===== config.mk =====
export PLATFORM = sky130hd
export DESIGN_NAME = flash_abort_decoder
export DESIGN_NICKNAME = d
export VERILOG_FILES = /design/src/rtl/flash_abort_decoder.sv
export SDC_FILE = /design/constraint.sdc
export NUM_CORES = 1
export LEC_CHECK = 0
export CAP_MARGIN = 20
export CORE_MARGIN = 4
export CORE_UTILIZATION = 45
export DETAILED_ROUTE_END_ITERATION = 16
export HOLD_SLACK_MARGIN = 0.02
export PLACE_DENSITY_LB_ADDON = 0.1
export REMOVE_ABC_BUFFERS = 1
export SETUP_SLACK_MARGIN = 0.02
export SYNTH_ARGS = -nofsm -noshare
export SYNTH_HDL_FRONTEND = slang
export SYNTH_SLANG_ARGS = --single-unit

===== constraint.sdc =====
create_clock -name clk -period 4.2 [get_ports clk]
set_clock_uncertainty 0.2 [all_clocks]
set_input_delay 0.42 -clock clk [delete_from_list [all_inputs] [get_ports clk]]
set_output_delay 0.42 -clock clk [all_outputs]
set_load 0.02 [all_outputs]

===== src/rtl/flash_abort_decoder.sv =====
module flash_abort_decoder #(
  parameter int          SW      = 8,
  parameter int          SYNC    = 2,
  parameter logic [7:0]  OPCODE  = 8'hF0,
  parameter logic [7:0]  CONFIRM = 8'hD0,
  parameter int          WEL_BIT = 1,
  parameter int          PS_BIT  = 2,
  parameter int          ES_BIT  = 3,
  parameter int          EN_BIT  = 4
) (
  input  logic          clk,
  input  logic          rst_n,
  input  logic          cs_n_in,
  input  logic          sck_in,
  input  logic          mosi_in,
  input  logic          busy_in,
  input  logic [SW-1:0] stat_in,
  output logic          abort_pulse,
  output logic          op_cancel,
  output logic [SW-1:0] stat_out
);

  localparam logic [SW-1:0] CLR_MASK =
    (SW'(1) << WEL_BIT) | (SW'(1) << PS_BIT) | (SW'(1) << ES_BIT);

  logic [SYNC-1:0] cs_sy, sck_sy, mo_sy;
  logic            cs_d, sck_d;
  logic [2:0]      bit_ph;
  logic [1:0]      byte_n;
  logic [6:0]      sh;
  logic            opc_ok, seq_ok, armed;

  always_ff @(posedge clk or negedge rst_n) begin
    if (!rst_n) begin
      cs_sy  <= '1;
      sck_sy <= '0;
      mo_sy  <= '0;
      cs_d   <= 1'b1;
      sck_d  <= 1'b0;
    end else begin
      cs_sy  <= {cs_sy[SYNC-2:0], cs_n_in};
      sck_sy <= {sck_sy[SYNC-2:0], sck_in};
      mo_sy  <= {mo_sy[SYNC-2:0], mosi_in};
      cs_d   <= cs_sy[SYNC-1];
      sck_d  <= sck_sy[SYNC-1];
    end
  end

  wire       cs_s      = cs_sy[SYNC-1];
  wire       sck_rise  = sck_sy[SYNC-1] & ~sck_d & ~cs_s;
  wire       cs_rise   = cs_s & ~cs_d;
  wire [7:0] byte_now  = {sh, mo_sy[SYNC-1]};
  wire       on_bound  = (bit_ph == 3'd0);
  wire       fire      = cs_rise & seq_ok & on_bound & stat_in[EN_BIT];
  wire       had_op    = busy_in | stat_in[PS_BIT] | stat_in[ES_BIT];

  always_ff @(posedge clk or negedge rst_n) begin
    if (!rst_n) begin
      bit_ph <= '0;
      byte_n <= '0;
      sh     <= '0;
      opc_ok <= 1'b0;
      seq_ok <= 1'b0;
    end else if (cs_s) begin
      bit_ph <= '0;
      byte_n <= '0;
      sh     <= '0;
      opc_ok <= 1'b0;
      seq_ok <= 1'b0;
    end else if (sck_rise) begin
      sh     <= byte_now[6:0];
      bit_ph <= bit_ph + 3'd1;
      if (bit_ph == 3'd7) begin
        if (byte_n == 2'd0) opc_ok <= (byte_now == OPCODE);
        if (byte_n == 2'd1) seq_ok <= opc_ok && (byte_now == CONFIRM);
        if (byte_n != 2'd2) byte_n <= byte_n + 2'd1;
      end
    end
  end

  always_ff @(posedge clk or negedge rst_n) begin
    if (!rst_n) begin
      abort_pulse <= 1'b0;
      op_cancel   <= 1'b0;
      stat_out    <= '0;
      armed       <= 1'b0;
    end else begin
      abort_pulse <= fire;
      op_cancel   <= fire & had_op;
      stat_out    <= fire ? (stat_in & ~CLR_MASK) : stat_in;
      armed       <= 1'b1;
    end
  end

  p_single_pulse_r2: assert property (@(posedge clk) disable iff (!rst_n)
    abort_pulse |=> !abort_pulse);

  p_needs_enable_r3: assert property (@(posedge clk) disable iff (!rst_n)
    abort_pulse |-> $past(stat_in[EN_BIT]));

  p_flags_cleared_r7: assert property (@(posedge clk) disable iff (!rst_n)
    abort_pulse |-> ((stat_out & CLR_MASK) == '0));

  p_keep_bits_r8: assert property (@(posedge clk) disable iff (!rst_n)
    armed |-> ((stat_out & ~CLR_MASK) == ($past(stat_in) & ~CLR_MASK)));

  p_idle_pass_r8: assert property (@(posedge clk) disable iff (!rst_n)
    (armed && !abort_pulse) |-> (stat_out == $past(stat_in)));

  p_cancel_with_abort_r9: assert property (@(posedge clk) disable iff (!rst_n)
    op_cancel |-> abort_pulse);

  p_boundary_r5: assert property (@(posedge clk) disable iff (!rst_n)
    (cs_rise && !on_bound) |=> !abort_pulse);

endmodule


Word-level counts from Yosys, hierarchy flattened
Cells that the tools add are included.
- eq/ne operators: 5
- bitwise gates (word level): 12
- reduce and logical (&&, ||, !) cells: 11
- muxes and demuxes: 17
- $add $sub $neg: 2
- operators with widths (operator ; count):
    $eq A8 B8 Y1 const B ; 2
    $mux W7 ; 2
    $reduce_bool A2 Y1 ; 5
    $reduce_and A3 Y1 ; 3
    $mux W1 ; 8
    $mux W2 ; 4
    $and A1 B1 Y1 ; 7
    $mux W3 ; 2
    $mux W4 ; 1
    $add A3 B1 Y3 const B ; 1
    $eq A3 B3 Y1 const B ; 1
    $logic_not A3 Y1 ; 1
    $not A1 Y1 ; 3
    $add A2 B1 Y2 const B ; 1
    $eq A2 B1 Y1 const B ; 1
    $logic_not A2 Y1 ; 1
    $ne A2 B2 Y1 const B ; 1
    $or A1 B1 Y1 ; 2
    $logic_and A1 B1 Y1 ; 1
- flip-flop bits (word level): 32
- word-level logic and storage cells: 60
- output and inout bits: 10
- input port bits: 14

Longest topological paths before layout
Gate-level depths: netlist of the first run.
- depth after elaboration: 6
- depth in mapped cells: 5

Worst setup path before layout of the first run
No wires, ideal clock.
- path kind: register to register
- from: register bit_ph[0]
- to: register byte_n[1]
- stages on the path, launching flop included: 6
- clock period less this slack: 1.537 ns
- data required time: 3.868 ns
- path buffers: 0
- arrival time: 1.205 ns
- path slack: 2.663 ns
- cells stage by stage: dfrtp_1 ha_1 ha_1 and4bb_2 mux2i_1 nor2_1
- longest elaborated chain between the ends: 3
- ends and longest elaborated chain (what ; RTL line ; source):
    start: declaration ; 28 ; logic [2:0] bit_ph;
    start signal: assignment ; 72 ; bit_ph <= bit_ph + 3'd1;
    $eq A3 B3 Y1 ; 73 ; if (bit_ph == 3'd7) begin
    $reduce_bool A2 Y1 (no source line) ; n/a ;
    $reduce_and A3 Y1 (no source line) ; n/a ;
    end signal: assignment ; 76 ; if (byte_n != 2'd2) byte_n <= byte_n + 2'd1;
    end: declaration ; 29 ; logic [1:0] byte_n;
Every way passes these cells.
A chain may end at the register's enable or synchronous reset.

Worst setup path in the final report of the first run
- from: register op_cancel
- to: output op_cancel
- RTL lines (what ; RTL line ; source):
    start: declaration ; 19 ; output logic op_cancel,
    start signal: assignment ; 89 ; op_cancel <= fire & had_op;
No word-level cell between the ends.

==> results of run 1 <==
cells by family after synthesis:
kind of cell             Yosys count
AO/OA/AOI/OAI                     15
XOR/XNOR                           1
adder cells (fa/ha/maj)            6
buffers and inverters             10
flip-flops                        32
multiplexers                       1
AND/OR/NAND/NOR                   37
synth_stat cells:
master,count
o31a_1,1
nor3b_4,1
buf_2,2
and4bb_2,1
nand4b_4,1
nor2b_1,4
nand2b_1,1
a311o_1,2
buf_4,1
a21oi_1,10
o21ai_0,2
ha_1,6
xnor2_1,1
nand2_1,20
inv_1,6
dfstp_2,3
nor2_1,3
mux2i_1,1
clkbuf_1,1
dfrtp_1,29
nor3b_1,2
nor2b_4,1
nand4_1,3
where the power goes:
group          total [mW]  internal [mW]  leakage [nW]  switching, mW
Combinational      0.0423         0.0219         0.228         0.0204
Sequential          0.325          0.318         0.405        0.00682
Clock               0.258          0.158        0.0515         0.0997
per-stage QoR:
step	cell area, um^2	setup WS [ps]
2_1_floorplan	1230	2670
3_3_place_gp	1510	2460
3_5_place_dp	1510	2410
4_1_cts	1600	2290
5_1_grt	1600	2260
6_report	1600	2300
how the worst max path moves through the flow:
stage,to,slack (ps)
after floorplan,byte_n[1],2670
after global placement,op_cancel,2460
after detailed placement,op_cancel,2410
after CTS,op_cancel,2290
after global routing,op_cancel,2260
final,op_cancel,2300
layout make-up:
type / count / area share
multi-input combinational: 60 / 0.252
clock buffer: 7 / 0.0407
clock inverter: 1 / 0.0188
tap: 30 / 0.0235
timing repair buffer: 24 / 0.149
sequential: 32 / 0.503
inverter: 6 / 0.0141
registers in the layout (all words and copies together), names as in the netlist:
signal       count
opc_ok           1
byte_n           2
stat_out         8
cs_sy            2
sck_d            1
abort_pulse      1
cs_d             1
seq_ok           1
sck_sy           2
mo_sy            2
sh               7
op_cancel        1
bit_ph           3
routing by layer:
layer  vias up  GRT usage  wire length, um
li1        390          -                -
met1       376      0.158              911
met2        19      0.205             1040
met3         2     0.0681              154
met4         0     0.0557               17
met5         -          0                0
==> results by group, run 1 <==
Cells and area
  – Commonest non-fill, non-tap cell in the layout: dfrtp_1
  – Final core utilization: 0.623
  – Most frequent cells in the layout: 29 x dfrtp_1, 23 x clkdlybuf4s50_1, 20 x nand2_1, 10 x a21oi_1
  – Ant. Diodes: 0
  – Fill count: 212
  – Proportion of layout cells with a drive suffix above 1: 0.123
  – Area of the multi-input gates: 403 um^2
  – Layout area overhead: 27.9%
  – Final Net Count: ~150
  – FF/Latch Area: between 800 and 900 um^2
  – Fin cells: 160

STA
  – # setup viols final: 0
  – RSZ-0062 raised after global routing: false
  – Final slew viol count: 0
  – Hold WS: 161 ps
  – F_max: 0.527 GHz
  – Worst slew pin tran: between 300 and 400 ps
  – Crit share post-route: 0.452
  – Final worst path period need: 1900 ps
  – Slew HR: 0.739
  – Final hold viol count: 0
  – Setup TNS: 0 ps

Floorplan
  – Die ar.: 0.00369 mm^2
  – Io pins: 24
  – Die width: 60.7 um
  – Core box area: between 0.002 and 0.003 mm^2
  – # rows: 18
  – Starting density of the core: 0.487
  – Die height: 60.7 um

Clocking
  – CTS Buf Count: 5
  – Clk_lat worst skew: 320 ps
  – Hold_buf cts: 0
  – Clk sink count: 32
  – Post-CTS Setup Repair Bufs: 0
  – Max H-tree Level: 2
  – CTS tree: yes
  – Deepest clock path buffer count: 2
  – Clock transition at path regs: 100 ps
  – Post-CTS sizing: 0
  – Root Buffer: clkbuf_4

Critical path
  – Crit path capture type: primary output
  – WS Path Type: reg -> out
  – FF-to-FF End: byte_n[1]
  – Critical Path Source: op_cancel
  – Reg2Reg Depth: 5
  – CP Launch Type: flop
  – WP data required: 3580 ps
  – R2R Setup Slk: 2560 ps
  – Reg-to-reg critical path startpoint: bit_ph[0]
  – Crit path max-delay family: buffers and inverters
  – Levels on crit path: 1
  – Critical-path top delay cell: clkdlybuf4s50_1
  – Crit path DAT: 1280 ps
  – Max incr delay on CP: 600 ps
  – CP Buf/Inv Count: 1
  – Worst-path cell chain: clkdlybuf4s50_1
  – Worst-path maximum fanout: 1

Synthesis
  – Most area-consuming cells after synthesis: dfrtp_1 58%, dfstp_2 6.3%, ha_1 6.0%
  – Post-Syn Area: 0.00125 mm^2
  – Ys Warns: 0
  – Synth Instances: approximately 100
  – Yosys cell types: 23
  – Post-synthesis mux area share: 0.00800
  – Complex-gate fraction of the synthesized area: 0.0710
  – Avg Inst Size Synth: 12.3 um^2
  – Yosys top cell area share: 0.580
  – #FFs+latches synth: 32
  – Largest family of logic cells by synthesized area: simple AND/OR/NAND/NOR gates
  – Simple-Gate Fraction of Synth Area: 0.176
  – Seq/Total Area, Yosys: 0.643
  – Synth Area in XOR/XNOR: 0.00700
  – Adder-Cell Fraction of Synth Area: 0.0600
  – Leading area contributor after synthesis: dfrtp_1

Routing
  – DR WL/cell: 13.3 um
  – Pre-antenna DRT Iters: 4
  – Vias per std cell: between 4 and 5
  – Via Count: 787
  – DRC viols: 0
  – DRT iter0 DRCs: 10
  – Detail Route Antenna Nets: 0
  – Final WL: 2130 um

Global routing
  – Largest net degree at the start of global routing: 33
  – Total track usage: 0.133
  – Grt total ovfl: 0
  – Wire length of the first global-routing pass: 3460 um
  – Vias in the first global route: 795
  – Initial antenna violation count: 0

Worst hold path
  – Hold WC Path Type: reg -> reg
  – Min-delay src: mo_sy[0]
  – Hold Path Depth: 0
  – Hold endpoint: mo_sy[1]

Place
  – RePlAce Congestion: between 0.6 and 0.7
  – Port buffer count: 23
  – Post-DP HPWL: 1470 um
  – Placed cells: 152

Power and ir drop
  – Pwr per Cell Area: 391 mW/mm^2
  – Maximum VDD drop: around 0.37 mV
  – Leak: roughly 0.7 nW
  – Pwr Total: 0.625 mW

Outcome
  – Status: finished, final reports clean

Job
  – Max-cap violations: 0
No activity file was read; power rests on OpenSTA's default activity.
==> inputs of run 2 (changes only) <==
==> constraint.sdc (replaced) <==
create_clock -name clk -period 1.9 [get_ports clk]
set_clock_uncertainty 0.2 [all_clocks]
set_input_delay 0.19 -clock clk [delete_from_list [all_inputs] [get_ports clk]]
set_output_delay 0.19 -clock clk [all_outputs]
set_load 0.02 [all_outputs]
==> results by group, run 2 (synthesis results as in run 1) <==
Outcome
  – Status: finished, final reports clean (unchanged)

Floorplan
  – Io pins: 24 (unchanged)
  – Core box area: 0.00257 mm^2 (unchanged)
  – Die height: 60.7 um (unchanged)
  – # rows: 18 (unchanged)
  – Die ar.: 0.00369 mm^2 (unchanged)
  – Die width: 60.7 um (unchanged)
  – Starting density of the core: 0.487 (unchanged)

Routing
  – Final WL: 2100 um (was 2130 um)
  – DR WL met2: 992 um (was 1040 um)
  – Via Count: 799 (was 787)
  – DRC viols: 0 (unchanged)
  – Pre-antenna DRT Iters: 4 (unchanged)
  – M1 wire length: 950 um (was 911 um)
  – DRT iter0 DRCs: 14 (was 10)
  – DR WL/cell: 13.0 um (was 13.3 um)
  – Detail Route Antenna Nets: 0 (unchanged)
  – DR WL met3: 129 um (was 154 um)
  – Vias per std cell: 4.96 (was 4.92)
  – Top layer reached by signal wires: met4 (unchanged)

STA
  – Crit share post-route: 0.871
  – Final hold viol count: 0 (unchanged)
  – Worst slew pin tran: 400 ps (was 391 ps)
  – Final slew viol count: 0 (unchanged)
  – Hold WS: 36.2 ps (was 161 ps)
  – Final worst path period need: ~1700 ps
  – F_max: about 0.6 GHz
  – # setup viols final: 0 (unchanged)
  – Setup TNS: 0 ps (unchanged)
  – Slew HR: 0.733 (was 0.739)
  – RSZ-0062 raised after global routing: false (unchanged)

Place
  – RePlAce Congestion: 0.702 (was 0.664)
  – Area post-placement: 0.00151 mm^2 (about the same)
  – Post-DP HPWL: 1480 um (was 1470 um)
  – Port buffer count: 23 (unchanged)

Clocking
  – Clk sink count: 32 (unchanged)
  – Hold_buf cts: 0 (unchanged)
  – Post-CTS Setup Repair Bufs: 0 (unchanged)
  – Clock transition at path regs: 100 ps (about the same)
  – CTS Buf Count: 5 (unchanged)
  – Post-CTS sizing: 0 (unchanged)
  – Root Buffer: clkbuf_4 (unchanged)
  – Max H-tree Level: 2 (unchanged)
  – Deepest clock path buffer count: 2 (unchanged)
  – CTS tree: yes (unchanged)
  – Clk_lat worst skew: 330 ps (was 320 ps)

Job
  – Max-cap violations: 0 (unchanged)

Critical path
  – Max incr delay on CP: 600 ps (about the same)
  – FF-to-FF End: byte_n[0] (was byte_n[1])
  – Crit path DAT: 1260 ps (was 1280 ps)
  – Worst-path cell chain: clkdlybuf4s50_1 (unchanged)
  – Crit path max-delay family: buffers and inverters (unchanged)
  – R2R Setup Slk: 280 ps (was 2560 ps)
  – Reg2Reg Depth: 5 (unchanged)
  – WP data required: 1510 ps (was 3580 ps)
  – WS Path Type: reg -> out (unchanged)
  – Critical-path top delay cell: clkdlybuf4s50_1 (unchanged)
  – Reg-to-reg critical path startpoint: bit_ph[0] (unchanged)
  – CP Buf/Inv Count: 1 (unchanged)
  – CP Launch Type: flop (unchanged)
  – Crit path capture type: primary output (unchanged)
  – Worst-path maximum fanout: 1 (unchanged)

Power and ir drop
  – Maximum VDD drop: 0.543 mV (was 0.374 mV)
  – Pwr Total: 1.21 mW (was 0.625 mW)
  – Pwr per Cell Area: 771 mW/mm^2 (was 391 mW/mm^2)
  – Leak: 0.676 nW (was 0.685 nW)

Worst hold path
  – Hold WC Path Type: in -> async (was reg -> reg)

Cells and area
  – Design Area, Final: 0.00157 mm^2 (was 0.00160 mm^2)
  – Area of the multi-input gates: 403 um^2 (unchanged)
  – Final Net Count: 150 (was 149)
  – Commonest non-fill, non-tap cell in the layout: dfrtp_1 (unchanged)
  – FF/Latch Area: 805 um^2 (unchanged)
  – Fill count: 233 (was 212)
  – Largest register FFs: 8 (unchanged)
  – Most frequent cells in the layout: 29 x dfrtp_1, 23 x clkdlybuf4s50_1, 20 x nand2_1, 10 x a21oi_1 (unchanged)
  – Layout area overhead: 25.8% (was 27.9%)
  – Proportion of layout cells with a drive suffix above 1: 0.130 (was 0.123)
  – Ant. Diodes: 0 (unchanged)
  – Most flops, register: stat_out (unchanged)
  – Regs by FF count: stat_out x8, sh x7, bit_ph x3 (unchanged)

Global routing
  – Largest net degree at the start of global routing: 33 (unchanged)
  – Initial antenna violation count: 0 (unchanged)
  – Total track usage: 0.134 (was 0.133)
  – Grt total ovfl: 0 (unchanged)
  – Wire length of the first global-routing pass: 3460 um (unchanged)
  – Vias in the first global route: 757 (was 795)
## run 2: worst max path at each step
stage / from / end / slack, ps / cells after the start
2_1_floorplan: bit_ph[0] / byte_n[1] / 370 / 5
3_3_place_gp: bit_ph[0] / byte_n[1] / 330 / 5
3_5_place_dp: bit_ph[0] / byte_n[0] / 280 / 5
4_1_cts: stat_out[0] / stat_out[0] / 210 / 1
5_1_grt: bit_ph[0] / byte_n[0] / 170 / 5
6_report: stat_out[3] / stat_out[3] / 250 / 1
## run 2: power by group
part	leakage, nW	internal [mW]	switching (mW)	total [mW]
sequential	0.405	0.704	0.0125	0.716
clock	0.0380	0.176	0.223	0.399
combinational	0.233	0.0496	0.0478	0.0975
total	0.676	0.929	0.283	1.21
## run 2: metal layers
| metal | vias to the layer above | GRT usage |
|---|---|---|
| li1 | 392 | - |
| met1 | 385 | 0.168 |
| met4 | 0 | 0.0464 |
| met2 | 17 | 0.194 |
| met5 | - | 0 |
| met3 | 5 | 0.0766 |
## run 2: metrics by stage
step | setup slack (ps) | cells | util
after floorplan | 368 | 98 | -
after global placement | 327 | 153 | 0.589
after detailed placement | 278 | 153 | 0.589
after CTS | 214 | 161 | 0.613
after global routing | 168 | 161 | 0.613
final | 245 | 161 | 0.613
## run 2: area by class of cell
cell class	instances	share of cell area
clock inverters	2	0.00636
multi-input cells	60	0.256
well taps	30	0.0238
repair buffers	25	0.156
clock buffers	6	0.0326
inverters	6	0.0143
flip-flops and latches	32	0.511
==> inputs of run 3 (changes only) <==
--- a/config.mk
+++ b/config.mk
@@ -5,10 +5,12 @@
 export SDC_FILE = /design/constraint.sdc
 export NUM_CORES = 1
 export LEC_CHECK = 0
+export ABC_CLOCK_PERIOD_IN_PS = 1900
 export CAP_MARGIN = 20
 export CORE_MARGIN = 4
 export CORE_UTILIZATION = 45
 export DETAILED_ROUTE_END_ITERATION = 16
+export DONT_BUFFER_PORTS = 1
 export HOLD_SLACK_MARGIN = 0.02
 export PLACE_DENSITY_LB_ADDON = 0.1
 export REMOVE_ABC_BUFFERS = 1
==> results by group, run 3 (synthesis results as in run 1) <==
Global routing
  – Global-route layer with the greatest usage: met2 (unchanged)
  – Largest net degree at the start of global routing: 33 (unchanged)
  – Total track usage: 0.142 (was 0.134)
  – M2 GR Usage: 0.214 (was 0.194)
  – Met3 Use GR: 0.0894 (was 0.0766)
  – Wire length of the first global-routing pass: 3600 um (was 3460 um)
  – Initial antenna violation count: 0 (unchanged)
  – Met1 usage: 0.167 (was 0.168)
  – Grt total ovfl: 0 (unchanged)
  – Vias in the first global route: 813 (was 757)

Cells and area
  – Proportion of layout cells with a drive suffix above 1: 0.132 (was 0.130)
  – Most flops, register: stat_out (unchanged)
  – Area of the multi-input gates: 403 um^2 (unchanged)
  – Layout area overhead: 20.0% (was 25.8%)
  – Most frequent cells in the layout: 29 x dfrtp_1, 20 x nand2_1, 13 x dlygate4sd3_1, 10 x a21oi_1 (was 29 x dfrtp_1, 23 x clkdlybuf4s50_1, 20 x nand2_1, 10 x a21oi_1)
  – Ant. Diodes: 0 (unchanged)
  – Largest register FFs: 8 (unchanged)
  – Regs by FF count: stat_out x8, sh x7, bit_ph x3 (unchanged)
  – Final core utilization: 0.585 (was 0.613)
  – Fill count: 223 (was 233)
  – FF/Latch Area: 805 um^2 (unchanged)
  – Commonest non-fill, non-tap cell in the layout: dfrtp_1 (unchanged)
  – Final Net Count: 140 (was 150)

Critical path
  – Reg2Reg Depth: 5 (unchanged)
  – Crit path max-delay family: adder cells (was buffers and inverters)
  – Critical-path top delay cell: dfrtp_1 (was clkdlybuf4s50_1)
  – Worst-path maximum fanout: 5 (was 1)
  – WP data required: 1920 ps (was 1510 ps)
  – CP Buf/Inv Count: 0 (was 1)
  – Max incr delay on CP: 410 ps (was 600 ps)
  – R2R Setup Slk: 290 ps (was 280 ps)
  – FF-to-FF End: byte_n[1] (was byte_n[0])
  – CP Launch Type: flop (unchanged)
  – Cell mode on critical path: ha_1
  – WS Path Type: reg -> reg (was reg -> out)
  – Reg-to-reg critical path startpoint: bit_ph[0] (unchanged)
  – Worst-path cell chain: ha_1 -> ha_1 -> and4bb_2 -> mux2i_1 -> nor2_1 (was clkdlybuf4s50_1)
  – Crit path DAT: 1630 ps (was 1260 ps)
  – Crit path capture type: flop (was primary output)

STA
  – Worst slew pin tran: 415 ps (was 400 ps)
  – Hold WS: 91.8 ps (was 36.2 ps)
  – # setup viols final: 0 (unchanged)
  – RSZ-0062 raised after global routing: false (unchanged)
  – Crit share post-route: 0.848 (was 0.871)
  – Setup TNS: 0 ps (unchanged)
  – Slew HR: 0.723 (was 0.733)
  – F_max: 0.621 GHz (was 0.604 GHz)
  – Final worst path period need: 1610 ps (was 1650 ps)
  – Final slew viol count: 0 (unchanged)
  – Final hold viol count: 0 (unchanged)

Clocking
  – Hold_buf cts: 14 (was 0)
  – Post-CTS sizing: 0 (unchanged)
  – Deepest clock path buffer count: 2 (unchanged)
  – Clock transition at path regs: 100 ps (about the same)
  – CTS tree: yes (unchanged)
  – Clk_lat worst skew: 320 ps (was 330 ps)
  – Post-CTS Setup Repair Bufs: 0 (unchanged)
  – Clk sink count: 32 (unchanged)
  – Max H-tree Level: 2 (unchanged)
  – Root Buffer: clkbuf_4 (unchanged)
  – CTS Buf Count: 5 (unchanged)

Floorplan
  – Core box area: 0.00257 mm^2 (unchanged)
  – Die height: 60.7 um (unchanged)
  – # rows: 18 (unchanged)
  – Die width: 60.7 um (unchanged)
  – Io pins: 24 (unchanged)
  – Starting density of the core: 0.487 (unchanged)
  – Die ar.: 0.00369 mm^2 (unchanged)

Power and ir drop
  – Leak: 0.650 nW (was 0.676 nW)
  – Pwr per Cell Area: 861 mW/mm^2 (was 771 mW/mm^2)
  – Maximum VDD drop: 0.877 mV (was 0.543 mV)

Outcome
  – Status: finished, final reports clean (unchanged)

Place
  – Port buffer count: 0 (was 23)
  – RePlAce Congestion: 0.733 (was 0.702)
  – Post-DP HPWL: 1380 um (was 1480 um)

Job
  – Max-cap violations: 0 (unchanged)

Routing
  – Vias per std cell: 5.09 (was 4.96)
  – Pre-antenna DRT Iters: 3 (was 4)
  – DRT iter0 DRCs: 14 (unchanged)
  – Final WL: 2110 um (was 2100 um)
  – Via Count: 768 (was 799)
  – DRC viols: 0 (unchanged)
  – Detail Route Antenna Nets: 0 (unchanged)
  – DR WL/cell: 14.0 um (was 13.0 um)

Worst hold path
  – Hold WC Path Type: in -> async (unchanged)
==> run 3: changes by cell type in the layout (fill, tap and decap cells not counted) <==
cell and change:
clkdlybuf4s50_1 -23, buf_12 +1, clkbuf_1 +1, bufinv_16 +1, clkinv_2 -1, buf_4 -1, dlygate4sd3_1 +13, clkbuf_8 -1
==> run 3: area by class of cell <==
class	instances	area share
sequential	32	0.536
multi-input combinational	60	0.268
timing repair buffer	15	0.105
clock buffer	6	0.0275
tap	30	0.0250
clock inverter	2	0.0233
inverter	6	0.0150
==> run 3: through the flow <==
step,setup WS [ps],cell area [um^2],power [mW],cells
finish,288,1500,1.29,151
global route,197,1500,1.37,151
CTS,290,1500,1.32,151
detailed placement,300,1270,0.773,129
global placement,324,1270,0.770,129
floorplan,368,1230,0.760,98
==> run 3: report_power, final <==
group | switching [mW] | internal, mW | total, mW
logic | 0.0352 | 0.0330 | 0.0682
clock network | 0.220 | 0.276 | 0.496
registers | 0.0252 | 0.704 | 0.729
==> run 3: worst max path at each step <==
stage,startpoint,to,depth (start not counted)
after detailed placement,bit_ph[0],byte_n[1],5
after global placement,bit_ph[0],byte_n[1],5
after CTS,bit_ph[0],byte_n[1],5
after floorplan,bit_ph[0],byte_n[1],5
after global routing,bit_ph[0],byte_n[1],5
final,bit_ph[0],byte_n[1],5
==> run 3: layer usage <==
| layer | vias up | share of wire |
|---|---|---|
| met3 | 2 | 0.055 |
| li1 | 370 | - |
| met5 | - | 0 |
| met4 | 0 | 0.0057 |
| met1 | 380 | 0.44 |
| met2 | 16 | 0.50 |
